File: src/rtl/crc16_pkg.sv
package crc16_pkg;
  localparam int unsigned CRC_W  = 16;
  localparam int unsigned BYTE_W = 8;
  localparam logic [CRC_W-1:0] CRC_POLY = 16'h8005;

  typedef enum logic [2:0] {
    ST_PAY   = 3'd0,
    ST_TX_HI = 3'd1,
    ST_TX_LO = 3'd2,
    ST_RX_HI = 3'd3,
    ST_RX_LO = 3'd4
  } ctl_state_e;
endpackage

File: src/rtl/crc16_lane.sv
module crc16_lane #(
  parameter int unsigned CW = 16,
  parameter int unsigned DW = 8,
  parameter logic [CW-1:0] POLY = 16'h8005
) (
  input  logic          clk,
  input  logic          rst,
  input  logic          step,
  input  logic          load,
  input  logic [CW-1:0] init,
  input  logic [DW-1:0] data,
  output logic [CW-1:0] crc
);
  function automatic logic [CW-1:0] fold(input logic [CW-1:0] c_in, input logic [DW-1:0] d);
    logic [CW-1:0] c;
    logic fb;
    c = c_in;
    for (int i = DW - 1; i >= 0; i--) begin
      fb = c[CW-1] ^ d[i];
      c  = {c[CW-2:0], 1'b0};
      if (fb) c = c ^ POLY;
    end
    return c;
  endfunction

  logic [CW-1:0] base;
  assign base = load ? init : crc;

  always_ff @(posedge clk) begin
    if (rst) crc <= '0;
    else if (step) crc <= fold(base, data);
  end
endmodule

File: src/rtl/crc16_ctrl.sv
module crc16_ctrl
  import crc16_pkg::*;
(
  input  logic clk,
  input  logic rst,
  input  logic in_valid,
  input  logic in_start,
  input  logic in_last,
  input  logic rx_mode,
  input  logic tx_seed_sel,
  input  logic out_ready,
  output logic in_ready,
  output logic out_valid,
  output logic out_hi,
  output logic pay_step,
  output logic pay_load,
  output logic cap_hi,
  output logic cmp_en,
  output logic use_seed
);
  ctl_state_e state_q, state_d;
  logic mode_q, sel_q;
  logic acc, mode_eff;

  assign in_ready  = (state_q == ST_PAY) || (state_q == ST_RX_HI) || (state_q == ST_RX_LO);
  assign out_valid = (state_q == ST_TX_HI) || (state_q == ST_TX_LO);
  assign out_hi    = (state_q == ST_TX_HI);
  assign acc       = in_valid && in_ready;
  assign pay_step  = acc && (state_q == ST_PAY);
  assign pay_load  = pay_step && in_start;
  assign cap_hi    = acc && (state_q == ST_RX_HI);
  assign cmp_en    = acc && (state_q == ST_RX_LO);
  assign mode_eff  = in_start ? rx_mode : mode_q;
  assign use_seed  = sel_q;

  always_comb begin
    state_d = state_q;
    unique case (state_q)
      ST_PAY:   if (pay_step && in_last) state_d = mode_eff ? ST_RX_HI : ST_TX_HI;
      ST_TX_HI: if (out_ready) state_d = ST_TX_LO;
      ST_TX_LO: if (out_ready) state_d = ST_PAY;
      ST_RX_HI: if (acc) state_d = ST_RX_LO;
      ST_RX_LO: if (acc) state_d = ST_PAY;
      default:  state_d = ST_PAY;
    endcase
  end

  always_ff @(posedge clk) begin
    if (rst) begin
      state_q <= ST_PAY;
      mode_q  <= 1'b0;
      sel_q   <= 1'b0;
    end else begin
      state_q <= state_d;
      if (pay_load) begin
        mode_q <= rx_mode;
        sel_q  <= tx_seed_sel;
      end
    end
  end


  tx_start_after_last_chk: assert property (@(posedge clk) disable iff (rst)
    $rose(out_valid) |-> $past(in_valid && in_last));
endmodule

File: src/rtl/crc16_cmp.sv
module crc16_cmp #(
  parameter int unsigned CW = 16,
  parameter int unsigned DW = 8
) (
  input  logic          clk,
  input  logic          rst,
  input  logic          cap_hi,
  input  logic          cmp_en,
  input  logic [DW-1:0] data,
  input  logic [CW-1:0] crc_seeded,
  input  logic [CW-1:0] crc_zeroed,
  output logic          chk_valid,
  output logic          seed_match,
  output logic          zero_match
);
  logic [DW-1:0] hi_q;
  logic [CW-1:0] rx_word;

  assign rx_word = {hi_q, data};

  always_ff @(posedge clk) begin
    if (rst) begin
      hi_q       <= '0;
      chk_valid  <= 1'b0;
      seed_match <= 1'b0;
      zero_match <= 1'b0;
    end else begin
      chk_valid <= cmp_en;
      if (cap_hi) hi_q <= data;
      if (cmp_en) begin
        seed_match <= (rx_word == crc_seeded);
        zero_match <= (rx_word == crc_zeroed);
      end
    end
  end


  chk_pulse_chk: assert property (@(posedge clk) disable iff (rst)
    chk_valid |=> !chk_valid);


  flags_hold_chk: assert property (@(posedge clk) disable iff (rst)
    !chk_valid |-> ($stable(seed_match) && $stable(zero_match)));
endmodule

File: src/rtl/crc16_dual.sv
module crc16_dual
  import crc16_pkg::*;
(
  input  logic              clk,
  input  logic              rst,
  input  logic [CRC_W-1:0]  crc_seed,
  input  logic              tx_seed_sel,
  input  logic              rx_mode,
  input  logic              in_valid,
  output logic              in_ready,
  input  logic [BYTE_W-1:0] in_data,
  input  logic              in_start,
  input  logic              in_last,
  output logic              out_valid,
  input  logic              out_ready,
  output logic [BYTE_W-1:0] out_data,
  output logic              chk_valid,
  output logic              seed_match,
  output logic              zero_match,
  output logic              crc_ok
);
  localparam int unsigned NLANE = 2;

  logic pay_step, pay_load, cap_hi, cmp_en, use_seed, out_hi;
  logic [CRC_W-1:0] lane_crc [NLANE];
  logic [CRC_W-1:0] tx_crc;

  crc16_ctrl u_ctrl (
    .clk(clk), .rst(rst), .in_valid(in_valid), .in_start(in_start),
    .in_last(in_last), .rx_mode(rx_mode), .tx_seed_sel(tx_seed_sel),
    .out_ready(out_ready), .in_ready(in_ready), .out_valid(out_valid),
    .out_hi(out_hi), .pay_step(pay_step), .pay_load(pay_load),
    .cap_hi(cap_hi), .cmp_en(cmp_en), .use_seed(use_seed)
  );

  for (genvar g = 0; g < NLANE; g++) begin : g_lane
    logic [CRC_W-1:0] init_val;
    if (g == 0) begin : g_seeded
      assign init_val = crc_seed;
    end else begin : g_zeroed
      assign init_val = '0;
    end
    crc16_lane #(.CW(CRC_W), .DW(BYTE_W), .POLY(CRC_POLY)) u_lane (
      .clk(clk), .rst(rst), .step(pay_step), .load(pay_load),
      .init(init_val), .data(in_data), .crc(lane_crc[g])
    );
  end

  assign tx_crc   = use_seed ? lane_crc[0] : lane_crc[1];
  assign out_data = out_hi ? tx_crc[CRC_W-1 -: BYTE_W] : tx_crc[BYTE_W-1:0];

  crc16_cmp #(.CW(CRC_W), .DW(BYTE_W)) u_cmp (
    .clk(clk), .rst(rst), .cap_hi(cap_hi), .cmp_en(cmp_en), .data(in_data),
    .crc_seeded(lane_crc[0]), .crc_zeroed(lane_crc[1]),
    .chk_valid(chk_valid), .seed_match(seed_match), .zero_match(zero_match)
  );

  assign crc_ok = seed_match | zero_match;


  out_hold_chk: assert property (@(posedge clk) disable iff (rst)
    (out_valid && !out_ready) |=> (out_valid && $stable(out_data)));


  chk_after_accept_chk: assert property (@(posedge clk) disable iff (rst)
    chk_valid |-> $past(in_valid && in_ready));
endmodule

File: config.mk
export PLATFORM = sky130hd
export DESIGN_NAME = crc16_dual
export DESIGN_NICKNAME = d
export VERILOG_FILES = /design/src/rtl/crc16_pkg.sv /design/src/rtl/crc16_lane.sv /design/src/rtl/crc16_ctrl.sv /design/src/rtl/crc16_cmp.sv /design/src/rtl/crc16_dual.sv
export SDC_FILE = /design/constraint.sdc
export NUM_CORES = 1
export LEC_CHECK = 0
export BUFFER_PORTS_ARGS = -buffer_cell sky130_fd_sc_hd__clkbuf_2
export CAP_MARGIN = 20
export CORE_MARGIN = 2
export CORE_UTILIZATION = 55
export CTS_BUF_LIST = sky130_fd_sc_hd__clkbuf_8
export DETAILED_ROUTE_END_ITERATION = 10
export MAX_ROUTING_LAYER = met4
export PLACE_DENSITY = 0.75
export SLEW_MARGIN = 0
export SYNTH_ARGS = -nofsm -noshare
export SYNTH_HDL_FRONTEND = slang
export SYNTH_HIERARCHICAL = 1
export SYNTH_SLANG_ARGS = --single-unit
File: constraint.sdc
create_clock -name clk -period 4.5 [get_ports clk]
set_input_delay 0.45 -clock clk [delete_from_list [all_inputs] [get_ports clk]]
set_output_delay 0.45 -clock clk [all_outputs]
set_load 0.005 [all_outputs]
==> results of run 1 <==
-- flip-flops by register name (all words and copies together) (netlist names) --
register and flops:
g_lane.u_lane/crc 32, u_cmp/hi_q 8, u_ctrl/state_q 3, u_cmp/chk_valid 1, u_cmp/seed_match 1, u_cmp/zero_match 1
u_ctrl/mode_q 1, u_ctrl/use_seed 1
-- synthesized netlist by cell type (3+ instances only) --
cell | count | share of area
nand2_1 | 5 | 0.0059
dfxtp_1 | 48 | 0.30
a211oi_1 | 30 | 0.071
xnor2_1 | 43 | 0.12
nor3_1 | 4 | 0.0063
o21ai_1 | 3 | 0.0047
mux2i_1 | 43 | 0.14
nor4_1 | 4 | 0.0079
nand2b_1 | 5 | 0.0099
buf_6 | 4 | 0.014
buf_2 | 6 | 0.0095
clkbuf_1 | 8 | 0.0095
xor2_1 | 36 | 0.10
mux4_2 | 8 | 0.057
nor2_1 | 42 | 0.050
nand3_1 | 6 | 0.0095
inv_1 | 3 | 0.0036
-- layer usage --
metal  vias up  GRT usage  share of wire
met5         -          -              0
met4         0     0.0932          0.025
met3        17     0.0419          0.040
met2        59      0.382           0.47
met1      1186      0.324           0.47
li1       1235          -              -
-- through the flow --
step	hold slack, ns	util	area (um2)
CTS	0.381	0.640	3550
global route	0.387	0.640	3550
floorplan	0.447	-	3220
detailed placement	0.462	0.623	3450
global placement	0.461	0.623	3450
finish	0.378	0.640	3550
-- cell type report --
class | instances | area [um2] | area share
inverter | 3 | 11.3 | 0.00317
multi-input combinational | 271 | 2130 | 0.601
clock inverter | 2 | 15.0 | 0.00423
sequential | 48 | 961 | 0.271
timing repair buffer | 49 | 255 | 0.0719
tap | 72 | 90.1 | 0.0254
clock buffer | 6 | 82.6 | 0.0233
-- critical path, cell delays in order (launching register included) --
cell	delay, ns
dfxtp_1	0.43
nor2_1	0.29
and3_2	0.71
buf_4	0.33
mux2i_1	0.23
xnor2_1	0.24
xnor2_1	0.18
xnor3_2	0.32
or4b_1	0.51
o311ai_1	0.09
-- logic make-up after synthesis --
kind of cell    count (synthesis)
buf+inv                        25
mux                            51
other cells                     1
simple gates                   81
xor+xnor                       81
flops                          48
compound gates                 41
-- worst min path at each step --
stage | endpoint | slack, ns
2_1_floorplan | u_ctrl/mode_q | 0.45
3_3_place_gp | u_cmp/zero_match | 0.46
3_5_place_dp | u_cmp/zero_match | 0.46
4_1_cts | u_ctrl/use_seed | 0.38
5_1_grt | u_ctrl/use_seed | 0.39
6_report | u_ctrl/use_seed | 0.38
-- report_power, final --
part | switching (mW) | total, mW | internal (mW) | leakage [nW]
sequential | 0.0793 | 0.556 | 0.477 | 0.394
clock | 0.150 | 0.275 | 0.125 | 0.0434
combinational | 0.270 | 0.566 | 0.296 | 0.975
==> flow_metrics.tcl, run 1 <==
set metrics [dict create \
    synth_edf_count 0 \
    fin_ws_ns 1.08 \
    gp_congestion 0.832 \
    rsz0062_at_grt "false" \
    crit_arrival_ns 3.64 \
    drv_cap 0 \
    dieArea_um2 6380 \
    finalPower_mw 1.40 \
    synth_fa_ha_area_frac 0 \
    ys_types 40 \
    hpwl_um 5400 \
    numCtsBuffers 5 \
    cts_resized 0 \
    wl_um 7150 \
    firstDrtPassIters 4 \
    grt.total_usage 0.246 \
    hold_viol 0 \
    ctsHtreeMaxLevel 2 \
    layout_min_cycle_time_ns 3.42 \
    min_from "tx_seed_sel" \
    period_share 0.759 \
    root_buffer "clkbuf_8" \
    postCtsSetupBuffers 0 \
    ir_drop_uv 288 \
    die_h_um 79.9 \
    antenna_left 0 \
    first_iter_violations 90 \
    synth_area_per_cell_um2 9.65 \
    leakage_nw 1.41 \
    hold_path_class "input port to flop" \
    setup-tns-final_ns 0 \
    antenna_cells 0 \
    startpoint_type "flop" \
    cts_sinks 48 \
    portBuffers 45 \
    wl_per_cell_um 15.9 \
    syn2layout_area_growth_pct 12.1 \
    grt_max_degree 67 \
    layout.cells.non_filler 451 \
    required_ns 4.72 \
    seq_area_frac_synth 0.304 \
    crit_end "g_lane[0].u_lane/crc[1]" \
    maxSlewViolCount 0 \
    post-place-ws_ns 1.07 \
    gr-total-overflow 0 \
    hold_depth 3 \
    synth.cell_area_um2 3160 \
    syn_inst 328 \
    die_x_um 79.9 \
    end_kind "flop" \
    worstSetupPathType "flop to flop" \
    reg2reg_slack_ns 1.08 \
    fin_nets 410 \
    cp-startpoint "u_ctrl/state_q[0]" \
    rows 27 \
    layout_common_cells "dfxtp_1, clkbuf_2, mux2i_1, xnor2_1, nor2_1" \
    synth-compound-area-share 0.0941 \
    slew-limit-headroom 0.283 \
    synth.ff_latch_count 48 \
    dpl.cell_count 443 \
    reg2reg_from "u_ctrl/state_q[0]" \
    grt_pass1_vias 2458 \
    antenna_found_initial 0 \
    io-pin-count 46 \
    grt_pass1_wl_um 11900 \
    fin_skew_ns 0.00324 \
    timing.rr.end "g_lane[0].u_lane/crc[1]" \
    drive_gt1_frac 0.195 \
    cts_tree "yes" \
    synth_top_family_by_area "XOR/XNOR gates" \
    via_per_inst 5.54 \
    cts_max_path_buffers 2 \
    path_max_fanout 24 \
    synth_mux_area_frac 0.193 \
    async_reset_ff_frac 0 \
    core_um2 5540 \
    yosys.area_share.simple 0.131 \
    remaining_drc_errors 0 \
    yosysWarningCount 6 \
    ctsHoldBuffers 0 \
    num_vias 2497 \
    clk-insertion-delay-late_ns 0.31 \
    timing.fmax_mhz 293 \
    tightestPinTransition_ns 1.07 \
    synth-xor-area-share 0.234 \
    path_clk_slew_ns 0.09 \
    p_per_area_nw_per_um2 394 \
    ys.flop_type "dfxtp_1" \
    setup_violations 0 \
    final_common_cell "dfxtp_1" \
    fillers 462 \
    outcome "completed" \
    worst_r2r_path_depth 9 \
    initial_core_util 0.571 \
]
(Power assumes the default switching activity.)
==> run 2: changes to the inputs <==
==> constraint.sdc (replaced) <==
create_clock -name clk -period 3.4 [get_ports clk]
set_input_delay 0.34 -clock clk [delete_from_list [all_inputs] [get_ports clk]]
set_output_delay 0.34 -clock clk [all_outputs]
set_load 0.005 [all_outputs]
==> flow_metrics.tcl, run 2 (same netlist as run 1, synthesis figures left out) <==
set metrics [dict create \
    outcome "completed" \
    p_per_area_nw_per_um2 517 \
    gr-total-overflow 0 \
    fin_skew_ns 0.00428 \
    die_x_um 79.9 \
    hpwl_um 5310 \
    hold_viol 0 \
    wl_per_cell_um 15.7 \
    hold_path_class "input port to flop" \
    initial_core_util 0.571 \
    antenna_left 0 \
    maxSlewViolCount 0 \
    postCtsSetupBuffers 0 \
    antenna_cells 0 \
    slew-limit-headroom 0.481 \
    timing.fmax_mhz 324 \
    remaining_drc_errors 0 \
    leakage_nw 1.42 \
    die_h_um 79.9 \
    grt_pass1_wl_um 11400 \
    stdcell_area_um2 3560 \
    firstDrtPassIters 4 \
    portBuffers 45 \
    cp_slowest_cell "or4b_1" \
    root_buffer "clkbuf_8" \
    grt_max_degree 67 \
    io-pin-count 46 \
    worstSetupPathType "flop to flop" \
    cts_resized 0 \
    cts_tree "yes" \
    gp_congestion 0.841 \
    wl_um 7080 \
    drv_cap 0 \
    ctsHtreeMaxLevel 2 \
    numCtsBuffers 5 \
    cpPeakStageDelay_ns 0.52 \
    startpoint_type "flop" \
    via_per_inst 5.53 \
    cts_sinks 48 \
    setup_violations 0 \
    antenna_found_initial 0 \
    period_share 0.907 \
    first_iter_violations 112 \
    fin_nets 410 \
    worstPathCellList "nor2_1, and3_2, buf_12, mux2i_1, xnor2_1, xnor2_1, xnor3_2, or4b_1, o311ai_1" \
    rsz0062_at_grt "false" \
    ir_drop_uv 428 \
    layout.cells.non_filler 451 \
    cp_common_cell "xnor2_1" \
    layout_min_cycle_time_ns 3.08 \
    largest_reg_flops 32 \
    num_vias 2492 \
    dieArea_um2 6380 \
    path_max_fanout 36 \
    final_common_cell "dfxtp_1" \
    crit_arrival_ns 3.29 \
    ctsHoldBuffers 0 \
    top_regs "g_lane.u_lane/crc (32), u_cmp/hi_q (8), u_ctrl/state_q (3)" \
    clk-insertion-delay-late_ns 0.30 \
    place_area_um2 3460 \
    drive_gt1_frac 0.195 \
    tightestPinTransition_ns 0.779 \
    required_ns 3.61 \
    grt.total_usage 0.240 \
    cts_max_path_buffers 2 \
    end_kind "flop" \
    layout_common_cells "dfxtp_1, clkbuf_2, mux2i_1, xnor2_1, nor2_1" \
    rows 27 \
    syn2layout_area_growth_pct 12.5 \
    dpl.cell_count 443 \
    regMostFlops "g_lane.u_lane/crc" \
    grt_pass1_vias 2340 \
    setup-tns-final_ns 0 \
    core_um2 5540 \
    path_clk_slew_ns 0.09 \
]
==> run 2: critical path: cells and delay by family (launching register included) <==
family	cells	cell delay (ns)
buffers and inverters	1	0.25
and+or+nand+nor	3	1.04
DFF	1	0.43
muxes	1	0.26
AOI/OAI and AO/OA	1	0.10
xor gates and xnor gates	3	0.90
==> run 2: path summary, 6_finish.rpt <==
| check | from | end | slack (ns) | cells after the start |
|---|---|---|---|---|
| worst max-delay path | u_ctrl/state_q[0] | g_lane[0].u_lane/crc[1] | 0.32 | 9 |
| worst min register to register | u_cmp/zero_match | u_cmp/zero_match | 0.47 | 2 |
| worst min-delay path | tx_seed_sel | u_ctrl/use_seed | 0.28 | 3 |
| worst max register to register | u_ctrl/state_q[0] | g_lane[0].u_lane/crc[1] | 0.32 | 9 |
==> run 2: through the flow <==
| step | setup WS [ns] | power (mW) | hold WS (ns) | util |
|---|---|---|---|---|
| after floorplan | 0.567 | 1.32 | 0.409 | - |
| after global placement | 0.440 | 1.48 | 0.460 | 0.625 |
| after detailed placement | 0.348 | 1.50 | 0.459 | 0.625 |
| after CTS | 0.327 | 1.86 | 0.269 | 0.643 |
| after global routing | 0.110 | 1.96 | 0.280 | 0.643 |
| final | 0.317 | 1.84 | 0.276 | 0.643 |
==> run 2: power breakdown <==
part	switching, mW	total (mW)	leakage, nW	internal [mW]
clock network	0.193	0.358	0.0434	0.165
logic	0.353	0.746	0.979	0.393
registers	0.105	0.736	0.394	0.631
total	0.652	1.84	1.42	1.19
==> run 2: final cells by class <==
| class | instances | area (um2) |
|---|---|---|
| Clock inverter | 2 | 15.0 |
| Timing Repair Buffer | 49 | 268 |
| Multi-Input combinational cell | 271 | 2130 |
| Tap cell | 72 | 90.1 |
| Fill cell | 483 | 1980 |
| Inverter | 3 | 11.3 |
| Clock buffer | 6 | 82.6 |
| Sequential cell | 48 | 961 |
==> run 2: metal layers <==
metal  share of wire  GRT usage  wire length [um]
met4           0.016     0.0695               112
met3           0.055     0.0351               390
met5               0          -                 0
met2            0.49      0.382              3440
met1            0.44      0.320              3140
